--- src/rtl/rimm_pkg.sv ---
// Package: shared controller state type for the rotated-immediate search.
// Assumes: a two-state controller (idle and scanning) is enough.
package rimm_pkg;
    typedef enum logic [0:0] {
        ST_IDLE = 1'b0,
        ST_SCAN = 1'b1
    } scan_state_e;
endpackage

--- src/rtl/rimm_cand.sv ---
// Module: rimm_cand
// Rotates the held word left by twice the candidate step and reports whether
// the result fits into the low IMM_W bits. A left rotation that fits means
// the word equals that low part rotated right by the same amount.
// Assumes: WORD_W is even and larger than IMM_W.
module rimm_cand #(
    parameter int WORD_W = 32,
    parameter int IMM_W  = 8,
    localparam int ROT_W = $clog2(WORD_W / 2)
) (
    input  logic [WORD_W-1:0] word,
    input  logic [ROT_W-1:0]  step,
    output logic              fits,
    output logic [IMM_W-1:0]  cand_imm
);
    logic [ROT_W:0]        shamt;
    logic [2*WORD_W-1:0]   doubled;
    logic [WORD_W-1:0]     rotated;

    // Rotate left by 2*step through a doubled copy of the word.
    always_comb begin
        shamt    = {step, 1'b0};
        doubled  = {word, word} << shamt;
        rotated  = doubled[2*WORD_W-1 -: WORD_W];
        fits     = (rotated[WORD_W-1:IMM_W] == '0);
        cand_imm = rotated[IMM_W-1:0];
    end
endmodule

--- src/rtl/rimm_ctrl.sv ---
// Module: rimm_ctrl
// Sequencer of the search: captures the constant on an accepted start, then
// steps the candidate rotation once per clock until one fits or the last one
// has been tried. Starts that arrive while scanning are ignored.
// Assumes: synchronous active-low reset; fits is combinational from word/step.
module rimm_ctrl
    import rimm_pkg::*;
#(
    parameter int WORD_W = 32,
    localparam int ROT_W = $clog2(WORD_W / 2),
    localparam int LAST  = WORD_W / 2 - 1
) (
    input  logic              clk,
    input  logic              rst_n,
    input  logic              start,
    input  logic [WORD_W-1:0] const_in,
    input  logic              fits,
    output logic [WORD_W-1:0] word_q,
    output logic [ROT_W-1:0]  step_q,
    output logic              hit,
    output logic              miss
);
    scan_state_e state_q;
    logic        at_last;

    // Decode the end-of-search conditions of the current candidate.
    always_comb begin
        at_last = (step_q == ROT_W'(LAST));
        hit     = (state_q == ST_SCAN) && fits;
        miss    = (state_q == ST_SCAN) && !fits && at_last;
    end

    // State, candidate step and captured constant.
    always_ff @(posedge clk) begin
        if (!rst_n) begin
            state_q <= ST_IDLE;
            step_q  <= '0;
            word_q  <= '0;
        end else begin
            case (state_q)
                ST_IDLE: begin
                    if (start) begin
                        word_q  <= const_in;
                        step_q  <= '0;
                        state_q <= ST_SCAN;
                    end
                end
                ST_SCAN: begin
                    if (fits || at_last) begin
                        state_q <= ST_IDLE;
                    end else begin
                        step_q <= step_q + 1'b1;
                    end
                end
                default: state_q <= ST_IDLE;
            endcase
        end
    end
endmodule

--- src/rtl/rimm_result.sv ---
// Module: rimm_result
// Result register: pulses done for one cycle when a search ends and holds the
// encoded form, or zeros when no candidate fitted, until the next search ends.
// Assumes: hit and miss are never high together.
module rimm_result #(
    parameter int IMM_W = 8,
    parameter int ROT_W = 4
) (
    input  logic             clk,
    input  logic             rst_n,
    input  logic             hit,
    input  logic             miss,
    input  logic [IMM_W-1:0] cand_imm,
    input  logic [ROT_W-1:0] step,
    output logic             done,
    output logic             fit_ok,
    output logic [IMM_W-1:0] imm_out,
    output logic [ROT_W-1:0] rot_out
);
    // Register the outcome of the search on its final cycle.
    always_ff @(posedge clk) begin
        if (!rst_n) begin
            done    <= 1'b0;
            fit_ok  <= 1'b0;
            imm_out <= '0;
            rot_out <= '0;
        end else begin
            done <= hit || miss;
            if (hit) begin
                fit_ok  <= 1'b1;
                imm_out <= cand_imm;
                rot_out <= step;
            end else if (miss) begin
                fit_ok  <= 1'b0;
                imm_out <= '0;
                rot_out <= '0;
            end
        end
    end
endmodule

--- src/rtl/rimm_search.sv ---
// Module: rimm_search (top)
// Finds whether a constant equals an IMM_W-bit value rotated right by an even
// amount, trying the smallest rotation first at one candidate per clock.
// Assumes: start is a request that is honoured only when idle.
module rimm_search #(
    parameter int WORD_W = 32,
    parameter int IMM_W  = 8,
    localparam int ROT_W = $clog2(WORD_W / 2)
) (
    input  logic              clk,
    input  logic              rst_n,
    input  logic              start,
    input  logic [WORD_W-1:0] const_in,
    output logic              done,
    output logic              fit_ok,
    output logic [IMM_W-1:0]  imm_out,
    output logic [ROT_W-1:0]  rot_out
);
    logic [WORD_W-1:0] word_q;
    logic [ROT_W-1:0]  step_q;
    logic              fits;
    logic [IMM_W-1:0]  cand_imm;
    logic              hit;
    logic              miss;

    rimm_ctrl #(.WORD_W(WORD_W)) u_ctrl (
        .clk      (clk),
        .rst_n    (rst_n),
        .start    (start),
        .const_in (const_in),
        .fits     (fits),
        .word_q   (word_q),
        .step_q   (step_q),
        .hit      (hit),
        .miss     (miss)
    );

    rimm_cand #(.WORD_W(WORD_W), .IMM_W(IMM_W)) u_cand (
        .word     (word_q),
        .step     (step_q),
        .fits     (fits),
        .cand_imm (cand_imm)
    );

    rimm_result #(.IMM_W(IMM_W), .ROT_W(ROT_W)) u_result (
        .clk      (clk),
        .rst_n    (rst_n),
        .hit      (hit),
        .miss     (miss),
        .cand_imm (cand_imm),
        .step     (step_q),
        .done     (done),
        .fit_ok   (fit_ok),
        .imm_out  (imm_out),
        .rot_out  (rot_out)
    );
endmodule

--- config.mk ---
export PLATFORM = sky130hd
export DESIGN_NAME = rimm_search
export DESIGN_NICKNAME = d
export VERILOG_FILES = /design/src/rtl/rimm_pkg.sv /design/src/rtl/rimm_cand.sv /design/src/rtl/rimm_ctrl.sv /design/src/rtl/rimm_result.sv /design/src/rtl/rimm_search.sv
export SDC_FILE = /design/constraint.sdc
export NUM_CORES = 1
export LEC_CHECK = 0
export BUFFER_PORTS_ARGS = -buffer_cell sky130_fd_sc_hd__clkbuf_2
export CORE_MARGIN = 5
export CORE_UTILIZATION = 60
export CTS_CLUSTER_DIAMETER = 200
export DETAILED_ROUTE_END_ITERATION = 10
export HOLD_SLACK_MARGIN = 0.05
export PLACE_DENSITY = 0.94
export SYNTH_ARGS = -nofsm -noshare
export SYNTH_HDL_FRONTEND = slang
export SYNTH_SLANG_ARGS = --single-unit
--- constraint.sdc ---
create_clock -name clk -period 4.2 [get_ports clk]
set_input_delay 0.84 -clock clk [delete_from_list [all_inputs] [get_ports clk]]
set_output_delay 0.84 -clock clk [all_outputs]
set_load 0.02 [all_outputs]
---- Yosys cells after proc, flatten, opt, wreduce, memory -nomap -nowiden ----
Cells that the tools add are included.
storage, ports and cells
  input bits .............................. 35
  output and inout bits ................... 14
  logic and storage cells ................. 35
  register bits ........................... 51
cells by class
  reduce and logical (&&, ||, !) cells .... 10
  shifts and indexed selects .............. 1
  add/subtract/negate cells ............... 1
  eq/ne operators ......................... 3
  bitwise gates (word level) .............. 1
  muxes and demuxes ....................... 12
operator list
  cell                                          number
  << shifter 64 x 5 -> 64 bit                   1
  zero test 24 bit                              1
  two-way mux 4 bit                             4
  two-way mux 8 bit                             2
  case mux 4 bit (2 select lines)               1
  adder 4 x 1 -> 4 bit (second input constant)  1
  == test 4 bit (second input constant)         1
  two-way mux 1 bit                             4
  != test 2 bit (second input constant)         2
  AND reduction 2 bit                           2
  logical AND 1 bit                             3
  logical OR 1 bit                              2
  case mux 1 bit (2 select lines)               1
  nonzero test 2 bit                            1
  zero test 1 bit                               1
  inverter 1 bit                                1

---- Logic depth before layout (Yosys ltp) ----
Gate-level depths: netlist (run 1).
  word-level depth ........................ 7
  mapped depth ............................ 13
  depth with buffers taken out ............ 8

---- By module ----
From an unflattened synthesis (run 1), not the netlist that was laid out.
second synthesis, totals
  cells, all modules ...................... 415
  area total of the unflattened synthesis .. 3344.5 sq um
modules (own cells, without submodules)
  module       instances  seq. area each (sq um)  cells each  area an instance (sq um)
  rimm_cand    1          0.0                     186         1437.6
  rimm_ctrl    1          740.7                   171         1371.3
  rimm_result  1          280.3                   58          535.5

---- Worst setup path after synthesis (run 1) ----
No wires, ideal clock.
  path type ............................... reg2reg
  start point ............................. register u_ctrl.step_q[0]
  end point ............................... register u_result.imm_out[0]
  setup time .............................. 117 ps
  arrival time ............................ 2612 ps
  path slack .............................. 1471 ps
  data required time ...................... 4083 ps
  stages on the path, launching flop included .. 12
  period minus slack after synthesis ...... 2729 ps
  buffers on the path ..................... 3
  cells stage by stage .................... dfxtp_1 buf_6 buf_2 mux4_2 or4_1 nor4_1 o22ai_1 nor3_1 a21o_1 nor2b_1 buf_6 a32o_1
on the way
  longest elaborated chain between the ends .. 6
  elaborated cells on any way between the ends .. 9
  classes of those cells .................. 1 x eq/ne; 1 x shift; 1 x mux; 6 x reduce/logical
RTL lines
  what                             RTL line           source
  start: declaration               rimm_ctrl.sv:19    output logic [ROT_W-1:0] step_q,
  start signal: assignment         rimm_ctrl.sv:52    step_q <= step_q + 1'b1;
  << shifter 64 x 5 -> 64 bit      rimm_cand.sv:23    doubled = {word, word} << shamt;
  zero test 24 bit                 rimm_cand.sv:25    fits = (rotated[WORD_W-1:IMM_W] == '0);
  zero test 1 bit                  rimm_ctrl.sv:30    miss = (state_q == ST_SCAN) && !fits && at_last;
  logical AND 1 bit (2 in series)  rimm_ctrl.sv:30
  nonzero test 2 bit (no line)     -
  end signal: assignment           rimm_result.sv:31  imm_out <= cand_imm;
  end: declaration                 rimm_result.sv:17  output logic [IMM_W-1:0] imm_out,
Parallel ways exist; a longest one is shown, timed or not.
A chain may end at the register's enable or synchronous reset.

---- Final worst setup path (run 1) ----
  start point ............................. register u_ctrl.step_q[1]
  end point ............................... register u_result.rot_out[3]
on the way
  longest elaborated chain between the ends .. 6
  elaborated cells on any way between the ends .. 9
  classes of those cells .................. 1 x eq/ne; 1 x shift; 1 x mux; 6 x reduce/logical
RTL lines
  what                             RTL line           source
  << shifter 64 x 5 -> 64 bit      rimm_cand.sv:23
  zero test 24 bit                 rimm_cand.sv:25
  zero test 1 bit                  rimm_ctrl.sv:30
  logical AND 1 bit (2 in series)  rimm_ctrl.sv:30
  nonzero test 2 bit (no line)     -
  end signal: assignment           rimm_result.sv:32  rot_out <= step;
  end: declaration                 rimm_result.sv:18  output logic [ROT_W-1:0] rot_out
Parallel ways exist; a longest one is shown, timed or not.

==> results of run 1 <==
## synthesized netlist by cell type (2+ instances only)
master and number:
a2111oi_0 2, a211oi_1 4, a21boi_0 33, a21oi_1 6, a32o_1 5, and2_1 2, and3_1 4, buf_2 10
buf_4 2, buf_6 2, clkbuf_1 20, dfxtp_1 51, inv_1 3, mux2_2 2, mux2i_1 14, mux4_1 7
mux4_2 25, nand2_1 80, nand3_1 5, nand3b_1 2, nand4_1 2, nor2_1 9, nor2b_1 6, nor3_1 25
nor3b_1 17, nor4_1 2, o21a_1 3, o21ai_0 9, o221ai_1 4, o22ai_1 3, o2bb2ai_1 6, o31ai_1 2
o32ai_1 2, or2_2 4, or4_1 3
## through the flow
step	setup slack, ps	instance area, um^2
6_report	697	3920
5_1_grt	483	3920
4_1_cts	749	3920
3_5_place_dp	822	3800
3_3_place_gp	899	3800
2_1_floorplan	1470	3590
## power breakdown
part / internal [mW] / switching, mW / leakage, nW / total, mW
registers: 0.506 / 0.0566 / 0.417 / 0.562
clock network: 0.193 / 0.163 / 0.0612 / 0.356
logic: 0.127 / 0.133 / 0.962 / 0.261
total: 0.826 / 0.353 / 1.44 / 1.18
## logic make-up (layout without fill, tap and decap cells)
logic type	after synthesis	count (layout)
simple gates	167	167
compound gates	86	86
flops	51	51
mux	48	48
buf+inv	39	65
fa+ha+maj	1	1
## metal layers
metal / up-vias / GRT usage (%)
li1: 1527 / -
met3: 46 / 4.45
met2: 223 / 41.5
met1: 1549 / 35.4
met4: 0 / 9.34
met5: - / 0
## worst max-delay path by stage
| stage | endpoint | slack [ps] | start | depth (start not counted) |
|---|---|---|---|---|
| finish | u_result.rot_out[3]$_SDFFE_PN0P_ | 700 | u_ctrl.step_q[1]$_SDFFE_PN0P_ | 9 |
| global route | u_result.rot_out[3]$_SDFFE_PN0P_ | 480 | u_ctrl.step_q[1]$_SDFFE_PN0P_ | 9 |
| CTS | u_result.rot_out[3]$_SDFFE_PN0P_ | 750 | u_ctrl.step_q[1]$_SDFFE_PN0P_ | 9 |
| detailed placement | u_result.rot_out[3]$_SDFFE_PN0P_ | 820 | u_ctrl.step_q[1]$_SDFFE_PN0P_ | 9 |
| global placement | u_result.rot_out[1]$_SDFFE_PN0P_ | 900 | u_ctrl.step_q[1]$_SDFFE_PN0P_ | 9 |
| floorplan | u_result.imm_out[0]$_SDFFE_PN0P_ | 1470 | u_ctrl.step_q[0]$_SDFFE_PN0P_ | 11 |
## cell type report
| cell class | instances | area [um^2] |
|---|---|---|
| multi-input cells | 302 | 2380 |
| fillers | 484 | 1940 |
| flip-flops and latches | 51 | 1020 |
| clock buffers | 6 | 82.6 |
| inverters | 3 | 11.3 |
| well taps | 75 | 93.8 |
| clock inverters | 2 | 35.0 |
| repair buffers | 54 | 285 |
## sequential cells by signal (all words and copies together) (netlist names)
name	count
u_ctrl.state_q	1
u_ctrl.step_q	4
u_ctrl.word_q	32
u_result.done	1
u_result.fit_ok	1
u_result.imm_out	8
u_result.rot_out	4
==> summary.md, run 1 <==
| Metric | Value |
|---|---|
| Commonest non-fill, non-tap cell in the layout | `nand2_1` |
| Setup bufs post-CTS | `0` |
| Worst Hold Class | `reg -> reg` |
| Most frequent cells in the layout | `nand2_1 (80), dfxtp_1 (50), clkbuf_2 (48)` |
| Remaining global-route overflow | `0` |
| WHS | `roughly 470 ps` |
| Drt pass-1 iters | `6` |
| Routed vias/inst | `~6.8` |
| Clk buf depth | `2` |
| Area grow syn2layout | `9.18%` |
| Post-route core utilization | `66.9%` |
| Antenna cells | `0` |
| Worst slew pin tran | `1160 ps` |
| Nets | `453` |
| Residual DRC | `0` |
| Antenna-violating nets left | `0` |
| Crit Path Category | `reg -> reg` |
| Worst-path fanout max | `44` |
| DIE HEIGHT | `between 80 and 90 um` |
| Wirelength per Cell | `around 19 um` |
| Global-route wire length before repair | `15.5 mm` |
| EDFF count, synth | `0` |
| Asr flop ratio synth | `0%` |
| Hold path depth | `1` |
| I/O pins | `between 40 and 50` |
| Vias | `approximately 3300` |
| Register bit total from synthesis | `slightly above 50` |
| Clock transition at path regs | `approximately 90 ps` |
| Core area | `5850 um^2` |
| Num rows | `28` |
| Tcrit/Tclk final | `83.4%` |
| Crit start category | `register` |
| Total Power | `1.18 mW` |
| WP buf/inv | `1` |
| # hold bufs at CTS | `0` |
| FMAX | `0.285 GHz` |
| Arr. time, crit path | `3740 ps` |
| Placer's final routability congestion estimate | `1.03` |
| Critical path capture point type | `register` |
| Placed Cells incl. Taps | `~490` |
| FF-to-FF setup slack | `700 ps` |
| Yosys warnings | `0` |
| Mapped Area | `3590 um^2` |
| Mux contribution to synthesized area | `25.4%` |
| Post-synthesis xor/xnor area fraction | `0%` |
| Worst R2R Path Depth | `9` |
| RSZ-0062 raised after global routing | `no` |
| WP data required | `about 4400 ps` |
| Later-pin clock latency in the skew report | `310 ps` |
| Final min period | `~3500 ps` |
| Post-synth top area share | `28.5%` |
| Combinational family with the most area after synthesis | `multiplexers` |
| Finish-stage setup viols | `0` |
| Syn_area_per_cell | `9.15 um^2` |
| Post-cts resize count | `0` |
| Pwr dens | `301 nW/um^2` |
| Cts bufs inserted | `5` |
| Family with the most delay on the worst path | `compound AO/OA/AOI/OAI gates` |
| Setup tns final | `0 ps` |
| Largest net degree at the start of global routing | `50` |
| Ys flop type | `dfxtp_1` |
| Wirelength, routed | `roughly 9.5 mm` |
| DPL Wire Length | `6.52 mm` |
| Sequential area share after synthesis | `28.5%` |
| Non-Filler Instances | `493` |
| Top sig layer | `met4` |
| Vias in the first global route | `3107` |
| Initial DRC count | `between 300 and 400` |
| Routed met2 length | `4.42 mm` |
| CTS root buf | `clkbuf_8` |
| Simple-gate area share of the yosys netlist | `a little under a quarter` |
| Peak VDD IR | `roughly 0.00023 V` |
| Die Width | `roughly 87 um` |
| Initial core utilization | `61.3%` |
| Leakage power total | `1.44 nW` |
| Antenna violations before repair | `0` |
| CTS tree | `done` |
| Yosys cell types | `between 50 and 60` |
| Post-Route M1 WL | `approximately 3.7 mm` |
| FF-to-FF End | `u_result.rot_out[3]$_SDFFE_PN0P_` |
| Critical R2R Launch | `u_ctrl.step_q[1]$_SDFFE_PN0P_` |
| CTS H-tree lvls | `2` |
| Clock sinks | `51` |
| Compound-Gate Fraction of Synth Area | `17.9%` |
| CP max stage cell | `dfxtp_2` |
| Met3 WL | `~970 um` |
| Synth Area in Adders | `0.349%` |
| Clk_skew | `3.34 ps` |
| Cell taking the most area after synthesis | `dfxtp_1` |
| Worst Min Path Start | `u_result.imm_out[5]$_SDFFE_PN0P_` |
| Synth top area cells | `dfxtp_1 (28%), mux4_2 (16%), nand2_1 (8.4%)` |
| Total die area | `7620 um^2` |
| Crit-path cells | `buf_4 -> nor3b_1 -> o22ai_1 -> o32ai_1 -> a22oi_1 -> o21ai_0 -> and3_1 -> o21ai_1 -> a21boi_1` |
| Final slew viol count | `0` |
| # port buffers | `48` |
| Max Cap Viol | `0` |
| Hold Vio Cnt, Final | `0` |
| Cells after Synth | `392` |
| CP peak stage delay | `between 700 and 800 ps` |
| Status | `finished, final reports clean` |
| Layout cells sized above 1 | `23.7%` |
| Syn nets | `428` |
| Slew margin rel. | `22.8%` |
| Hold Path End | `u_result.imm_out[5]$_SDFFE_PN0P_` |
| GR Util All Layers | `26.0%` |
Note: power is estimated with default switching activity, not from simulation.
==> run 2, diff against run 1 <==
--- a/config.mk
+++ b/config.mk
@@ -5,13 +5,14 @@
 export SDC_FILE = /design/constraint.sdc
 export NUM_CORES = 1
 export LEC_CHECK = 0
+export ABC_AREA = 1
 export BUFFER_PORTS_ARGS = -buffer_cell sky130_fd_sc_hd__clkbuf_2
 export CORE_MARGIN = 5
-export CORE_UTILIZATION = 60
+export CORE_UTILIZATION = 52
 export CTS_CLUSTER_DIAMETER = 200
 export DETAILED_ROUTE_END_ITERATION = 10
 export HOLD_SLACK_MARGIN = 0.05
-export PLACE_DENSITY = 0.94
+export PLACE_DENSITY = 0.88
 export SYNTH_ARGS = -nofsm -noshare
 export SYNTH_HDL_FRONTEND = slang
 export SYNTH_SLANG_ARGS = --single-unit
==> constraint.sdc (replaced) <==
create_clock -name clk -period 2.9 [get_ports clk]
set_input_delay 0.58 -clock clk [delete_from_list [all_inputs] [get_ports clk]]
set_output_delay 0.58 -clock clk [all_outputs]
set_load 0.02 [all_outputs]
==> summary.md, run 2 <==
| Metric | Value |
|---|---|
| Crit-path cells | `inv_2 -> nand3_1 -> nand2_1 -> nand2_1 -> nand2_1 -> nand2_1 -> nor2_1 -> nand2_1 -> nand2_1 -> nand3_4 -> nor2_4 -> o21ai_0 -> a21oi_1` |
| Antenna violations before repair | `0 (unchanged)` |
| Max reg flops | `32 (unchanged)` |
| Wirelength, routed | `7.75 mm (-18%)` |
| Wirelength per Cell | `12.2 um (-36%)` |
| Worst-path fanout max | `32 (-27%)` |
| Ys flop type | `dfxtp_1` |
| Area grow syn2layout | `9.83%` |
| Global-route wire length before repair | `13.4 mm (-14%)` |
| Most flops, register | `u_ctrl.word_q` |
| Hold Vio Cnt, Final | `0 (unchanged)` |
| Syn nets | `567 (+32%)` |
| Later-pin clock latency in the skew report | `310 ps (about the same)` |
| Yosys warnings | `0 (unchanged)` |
| Tcrit/Tclk final | `82.6% (-0.77 points)` |
| Crit Path Category | `reg -> reg` |
| Critical R2R Launch | `u_ctrl.step_q[1]$_SDFFE_PN0P_` |
| Post-synth top area share | `32.3% (+3.9 points)` |
| Clk_skew | `11.4 ps (+8.09 ps)` |
| Nets | `596 (+32%)` |
| RSZ-0062 raised after global routing | `no` |
| Cell taking the most area after synthesis | `dfxtp_1` |
| Core area | `5920 um^2 (+1.2%)` |
| CP peak stage delay | `410 ps (-380 ps)` |
| Worst Hold Class | `reg -> reg` |
| Status | `finished, final reports clean` |
| Synth top cells by count | `nand2_1 (198), nor2_1 (95), nand3_1 (71), dfxtp_1 (51), o21ai_0 (35)` |
| Most frequent cells in the layout | `nand2_1 (198), nor2_1 (95), nand3_1 (71)` |
| Critical path capture point type | `register` |
| Initial DRC count | `255 (-33%)` |
| Residual DRC | `0 (unchanged)` |
| Worst slew pin tran | `918 ps (-238 ps)` |
| Leakage power total | `1.67 nW (+16%)` |
| Clock sinks | `51 (unchanged)` |
| Antenna-violating nets left | `0 (unchanged)` |
| Clock transition at path regs | `100 ps (about the same)` |
| DPL Wire Length | `5.82 mm (-11%)` |
| # fillers | `586 (+21%)` |
| Remaining global-route overflow | `0 (unchanged)` |
| Mapped Area | `3160 um^2 (-12%)` |
| Slew margin rel. | `38.7% (+16 points)` |
| Vias | `3359 (+0.42%)` |
| Drt pass-1 iters | `5 (-1)` |
| Final min period | `2400 ps (-1110 ps)` |
| Commonest non-fill, non-tap cell in the layout | `nand2_1` |
| Num rows | `28 (unchanged)` |
| Cts bufs inserted | `5 (unchanged)` |
| Total die area | `7730 um^2 (+1.4%)` |
| Setup bufs post-CTS | `0 (unchanged)` |
| Asr flop ratio synth | `0% (unchanged)` |
| Max Cap Viol | `0 (unchanged)` |
| Setup tns final | `0 ps (unchanged)` |
| Finish-stage setup viols | `0 (unchanged)` |
| Sequential area share after synthesis | `32.3% (+3.9 points)` |
| # hold bufs at CTS | `0 (unchanged)` |
| CTS H-tree lvls | `2 (unchanged)` |
| Most used cell, CP | `nand2_1` |
| Clk buf depth | `2 (unchanged)` |
| Vias in the first global route | `3034 (-2.3%)` |
| Pwr dens | `496 nW/um^2 (+65%)` |
| Initial core utilization | `53.3% (-8.0 points)` |
| Register bit total from synthesis | `51 (unchanged)` |
| Crit start category | `register` |
| I/O pins | `49 (unchanged)` |
| Final slew viol count | `0 (unchanged)` |
| Antenna cells | `0 (unchanged)` |
| Synth top area cells | `dfxtp_1 (32%), nand2_1 (24%), nor2_1 (11%)` |
| DIE HEIGHT | `87.9 um (+0.71%)` |
| Cells after Synth | `531 (+35%)` |
| Yosys cell types | `24 (-53%)` |
| WP data required | `3130 ps (-1310 ps)` |
| Post-cts resize count | `0 (unchanged)` |
| Worst Min Path Start | `u_result.rot_out[3]$_SDFFE_PN0P_` |
| Peak VDD IR | `0.000294 V (+27%)` |
| Die Width | `87.9 um (+0.71%)` |
| Worst setup path start | `u_ctrl.step_q[1]$_SDFFE_PN0P_` |
| Placer's final routability congestion estimate | `0.952 (-7.5%)` |
| # port buffers | `48 (unchanged)` |
| Largest net degree at the start of global routing | `38 (-24%)` |
| Largest regs | `u_ctrl.word_q (32), u_result.imm_out (8)` |
| Top-count cell post-synth | `nand2_1` |
| GR Util All Layers | `21.3% (-4.7 points)` |
| Total Power | `1.72 mW (+46%)` |
| Routed vias/inst | `5.28 (-22%)` |
| Syn_area_per_cell | `5.95 um^2 (-35%)` |
| Layout cells sized above 1 | `14.3% (-9.4 points)` |
| CP max stage cell | `inv_2` |
| FMAX | `0.417 GHz (+46%)` |
| Arr. time, crit path | `2630 ps (-1110 ps)` |
| CTS tree | `done` |
| CTS root buf | `clkbuf_8` |
| EDFF count, synth | `0 (unchanged)` |
[run 2: changes by cell type after synthesis, moves of 9 or more]
| cell | before | now |
|---|---|---|
| o21ai_0 | 9 | 35 |
| nand3_1 | 5 | 71 |
| mux4_2 | 25 | 0 |
| nand2_1 | 80 | 198 |
| a21boi_0 | 33 | 0 |
| mux2i_1 | 14 | 0 |
| a21oi_1 | 6 | 15 |
| nor2_1 | 9 | 95 |
| clkbuf_1 | 20 | 10 |
| nor3b_1 | 17 | 0 |
| nor3_1 | 25 | 0 |
[run 2: cell families after synthesis]
group | synth area share [%]
xor+xnor | 0.555
compound gates | 10.7
simple gates | 48.4
buf+inv | 7.65
flops | 32.3
fa+ha+maj | 0.396
[run 2: power breakdown]
group          switching, mW  internal (mW)
Sequential            0.0366          0.741
Clock                  0.247          0.284
Combinational          0.273          0.140
Total                  0.556           1.17
[run 2: cell type report]
class,instances,area (um^2),area share (%)
multi-input combinational,435,1900,54.7
sequential,51,1020,29.4
timing repair buffer,54,285,8.23
tap,75,93.8,2.71
clock buffer,6,82.6,2.38
inverter,13,51.3,1.48
clock inverter,2,38.8,1.12
[run 2: routing by layer]
layer	vias up	share of wire [%]	track usage [%]
met5	-	0	0
met4	0	1.3	7.11
met3	9	6.6	3.20
met2	130	46	34.8
met1	1467	46	28.7
li1	1753	-	-
[run 2: final timing paths]
check | end | slack (ps) | cells past startpoint
min | u_result.rot_out[3]$_SDFFE_PN0P_ | 470 | 2
min reg2reg | u_result.rot_out[3]$_SDFFE_PN0P_ | 470 | 2
max | u_result.imm_out[7]$_SDFFE_PN0P_ | 500 | 13
max reg2reg | u_result.imm_out[7]$_SDFFE_PN0P_ | 500 | 13
[run 2: worst max-delay path, delay by kind of cell (launching register included)]
kind,cells,cell delay [ps]
simple gates,10,1220
buf+inv,1,410
compound gates,2,350
flops,1,340
[run 2: metrics by stage]
stage / instances / instance area, um^2 / hold WS, ps / util [%] / setup WS (ps)
6_report: 636 / 3470 / 468 / 58.6 / 503
5_1_grt: 636 / 3470 / 490 / 58.6 / 306
4_1_cts: 636 / 3470 / 468 / 58.6 / 524
3_5_place_dp: 628 / 3350 / 455 / 56.5 / 548
3_3_place_gp: 628 / 3350 / 449 / 56.5 / 660
2_1_floorplan: 531 / 3160 / 478 / - / 1020
==> run 3, diff against run 2 <==
==> constraint.sdc (replaced) <==
create_clock -name clk -period 1.96 [get_ports clk]
set_input_delay 0.392 -clock clk [delete_from_list [all_inputs] [get_ports clk]]
set_output_delay 0.392 -clock clk [all_outputs]
set_load 0.02 [all_outputs]
==> summary.md, run 3 (same netlist as run 2, synthesis figures left out) <==
| Metric | Value |
|---|---|
| Worst Hold Class | `in -> reg` |
| Residual DRC | `0 (unchanged)` |
| # port buffers | `48 (unchanged)` |
| Commonest non-fill, non-tap cell in the layout | `nand2_1` |
| Finish-stage setup viols | `16 (+16)` |
| Clk_skew | `8.41 ps (-3.02 ps)` |
| Failing checks | `negative setup slack` |
| Global-route wire length before repair | `14.6 mm (+9.0%)` |
| Clock sinks | `51 (unchanged)` |
| Placed Cells incl. Taps | `649 (+3.3%)` |
| Initial core utilization | `53.3% (unchanged)` |
| Status | `finished with violations` |
| Crit Path Category | `reg -> reg` |
| Critical R2R Launch | `u_ctrl.step_q[0]$_SDFFE_PN0P_` |
| Initial DRC count | `272 (+6.7%)` |
| Placed instance area | `3550 um^2 (+6.2%)` |
| Antenna violations before repair | `0 (unchanged)` |
| Layout cells sized above 1 | `20.3% (+6.0 points)` |
| Placer's final routability congestion estimate | `0.948 (-0.46%)` |
| Non-Filler Instances | `662 (+4.1%)` |
| Peak VDD IR | `0.000437 V (+49%)` |
| DPL Wire Length | `6.23 mm (+7.2%)` |
| FMAX | `0.490 GHz (+17%)` |
| Post-route core utilization | `64.0% (+5.5 points)` |
| Register area | `1030 um^2 (+0.74%)` |
| Worst setup margin | `-80.7 ps (-584 ps)` |
| Later-pin clock latency in the skew report | `310 ps (about the same)` |
| Worst-path fanout max | `34 (+6.3%)` |
| Most frequent cells in the layout | `nand2_1 (190), nor2_1 (94), nand3_1 (70)` |
| Drt pass-1 iters | `5 (unchanged)` |
| Family with the most delay on the worst path | `simple AND/OR/NAND/NOR gates` |
| RSZ-0062 raised after global routing | `yes` |
| Pwr dens | `673 nW/um^2 (+36%)` |
| Vias | `3549 (+5.7%)` |
| Worst R2R Path Depth | `15 (+2)` |
| Cts bufs inserted | `5 (unchanged)` |
| Routed vias/inst | `5.36 (+1.5%)` |
| Worst Min Path Start | `const_in[19]` |
| Clock transition at path regs | `100 ps (about the same)` |
| # hold bufs at CTS | `0 (unchanged)` |
| CP peak stage delay | `440 ps (+30 ps)` |
| Slew margin rel. | `38.7% (about the same)` |
| GR Util All Layers | `23.5% (+2.2 points)` |
| Final min period | `2040 ps (-356 ps)` |
| Leakage power total | `1.83 nW (+9.5%)` |
| Tcrit/Tclk final | `104% (+21 points)` |
| Arr. time, crit path | `2240 ps (-390 ps)` |
| CTS root buf | `clkbuf_8` |
| Area grow syn2layout | `20.0%` |
| # fillers | `566 (-3.4%)` |
| Hold Vio Cnt, Final | `0 (unchanged)` |
| Max Cap Viol | `0 (unchanged)` |
| CTS tree | `done` |
| Wirelength, routed | `8.69 mm (+12%)` |
| Critical path capture point type | `register` |
| I/O pins | `49 (unchanged)` |
| WP data required | `2150 ps (-980 ps)` |
| Antenna cells | `0 (unchanged)` |
| Total die area | `7730 um^2 (unchanged)` |
| Remaining global-route overflow | `0 (unchanged)` |
| Hold Path End | `u_ctrl.word_q[19]$_SDFFE_PN0P_` |
| Antenna-violating nets left | `0 (unchanged)` |
| DIE HEIGHT | `87.9 um (unchanged)` |
| Largest regs | `u_ctrl.word_q (32), u_result.imm_out (8)` |
| Vias in the first global route | `3291 (+8.5%)` |
| Final slew viol count | `0 (unchanged)` |
| Worst slew pin tran | `918 ps (-0.0890 ps)` |
| Num rows | `28 (unchanged)` |
| CP max stage cell | `dfxtp_4` |
| Core area | `5920 um^2 (unchanged)` |
| Fin area | `3790 um^2 (+9.3%)` |
| Crit-path cells | `inv_8 -> nand2_1 -> nand3_1 -> nand2_1 -> nand2_1 -> nand2_2 -> nand2_1 -> nor2_1 -> nand2_1 -> nand2_1 -> nand3_4 -> nand2_1 -> nand2_2 -> nand2_1 -> a21oi_2` |
| FF-to-FF setup slack | `-80 ps (-580 ps)` |
| Most flops, register | `u_ctrl.word_q` |
| Largest net degree at the start of global routing | `38 (unchanged)` |
| Wirelength per Cell | `13.1 um (+7.7%)` |
| FF-to-FF End | `u_result.imm_out[4]$_SDFFE_PN0P_` |
| Crit start category | `register` |
| Multi-input gate area | `1940 um^2 (+2.2%)` |
| WP buf/inv | `1 (unchanged)` |
| Max reg flops | `32 (unchanged)` |
| Clk buf depth | `2 (unchanged)` |
| Nets | `622 (+4.4%)` |
| Hold path depth | `3 (+1)` |
| CTS H-tree lvls | `2 (unchanged)` |
| Die Width | `87.9 um (unchanged)` |
| Most used cell, CP | `nand2_1` |
[run 3: repair_timing]
action                                  4_1_cts  5_1_grt
resized for setup                            19        2
buffers inserted                              1        1
cloned                                        2        1
endpoints found under the setup margin       19       19
pin swaps                                     6        2
[run 3: how the worst max path moves through the flow]
stage / start / end / slack [ps] / cells past startpoint
2_1_floorplan: u_ctrl.step_q[0]$_SDFFE_PN0P_ / u_result.imm_out[1]$_SDFFE_PN0P_ / 80 / 18
3_3_place_gp: u_ctrl.step_q[0]$_SDFFE_PN0P_ / u_result.fit_ok$_SDFFE_PN0P_ / -160 / 15
3_5_place_dp: u_ctrl.step_q[0]$_SDFFE_PN0P_ / u_result.fit_ok$_SDFFE_PN0P_ / -240 / 15
4_1_cts: u_ctrl.step_q[0]$_SDFFE_PN0P_ / u_result.imm_out[1]$_SDFFE_PN0P_ / -60 / 15
5_1_grt: u_ctrl.step_q[0]$_SDFFE_PN0P_ / u_result.imm_out[6]$_SDFFE_PN0P_ / -240 / 15
6_report: u_ctrl.step_q[0]$_SDFFE_PN0P_ / u_result.imm_out[4]$_SDFFE_PN0P_ / -80 / 15
[run 3: layout make-up]
cell class                      instances  share of cell area [%]
Clock buffer                            6                    2.18
Clock inverter                          2                   0.429
Inverter                               13                    1.49
Multi-Input combinational cell        436                    51.1
Sequential cell                        51                    27.1
Tap cell                               75                    2.48
Timing Repair Buffer                   79                    15.2
[run 3: power breakdown]
part           internal [mW]  total, mW  leakage [nW]  switching [mW]
Clock                  0.289      0.657        0.0474           0.368
Combinational          0.300      0.736          1.36           0.436
Sequential              1.10       1.16         0.420          0.0612
Total                   1.69       2.55          1.83           0.866
[run 3: per-stage QoR]
step / power [mW] / hold WS (ps) / setup slack (ps) / setup TNS [ps]
CTS: 2.54 / 328 / -58.5 / -557
detailed placement: 1.87 / 456 / -237 / -3430
floorplan: 1.64 / 478 / 76.3 / 0
global route: 2.70 / 345 / -237 / -3820
global placement: 1.85 / 448 / -158 / -1940
finish: 2.55 / 323 / -80.7 / -887
[run 3: tightest hold or removal path: stages]
cell      delay (ps)
clkbuf_2          70
o21ai_0           70
nor2_1            70
[run 3: per-layer routing]
| layer | global-route usage, % | wire, um |
|---|---|---|
| met1 | 30.6 | 3880 |
| met2 | 39.9 | 4100 |
| met3 | 3.29 | 550 |
| met4 | 7.25 | 158 |
| met5 | 0 | 0 |
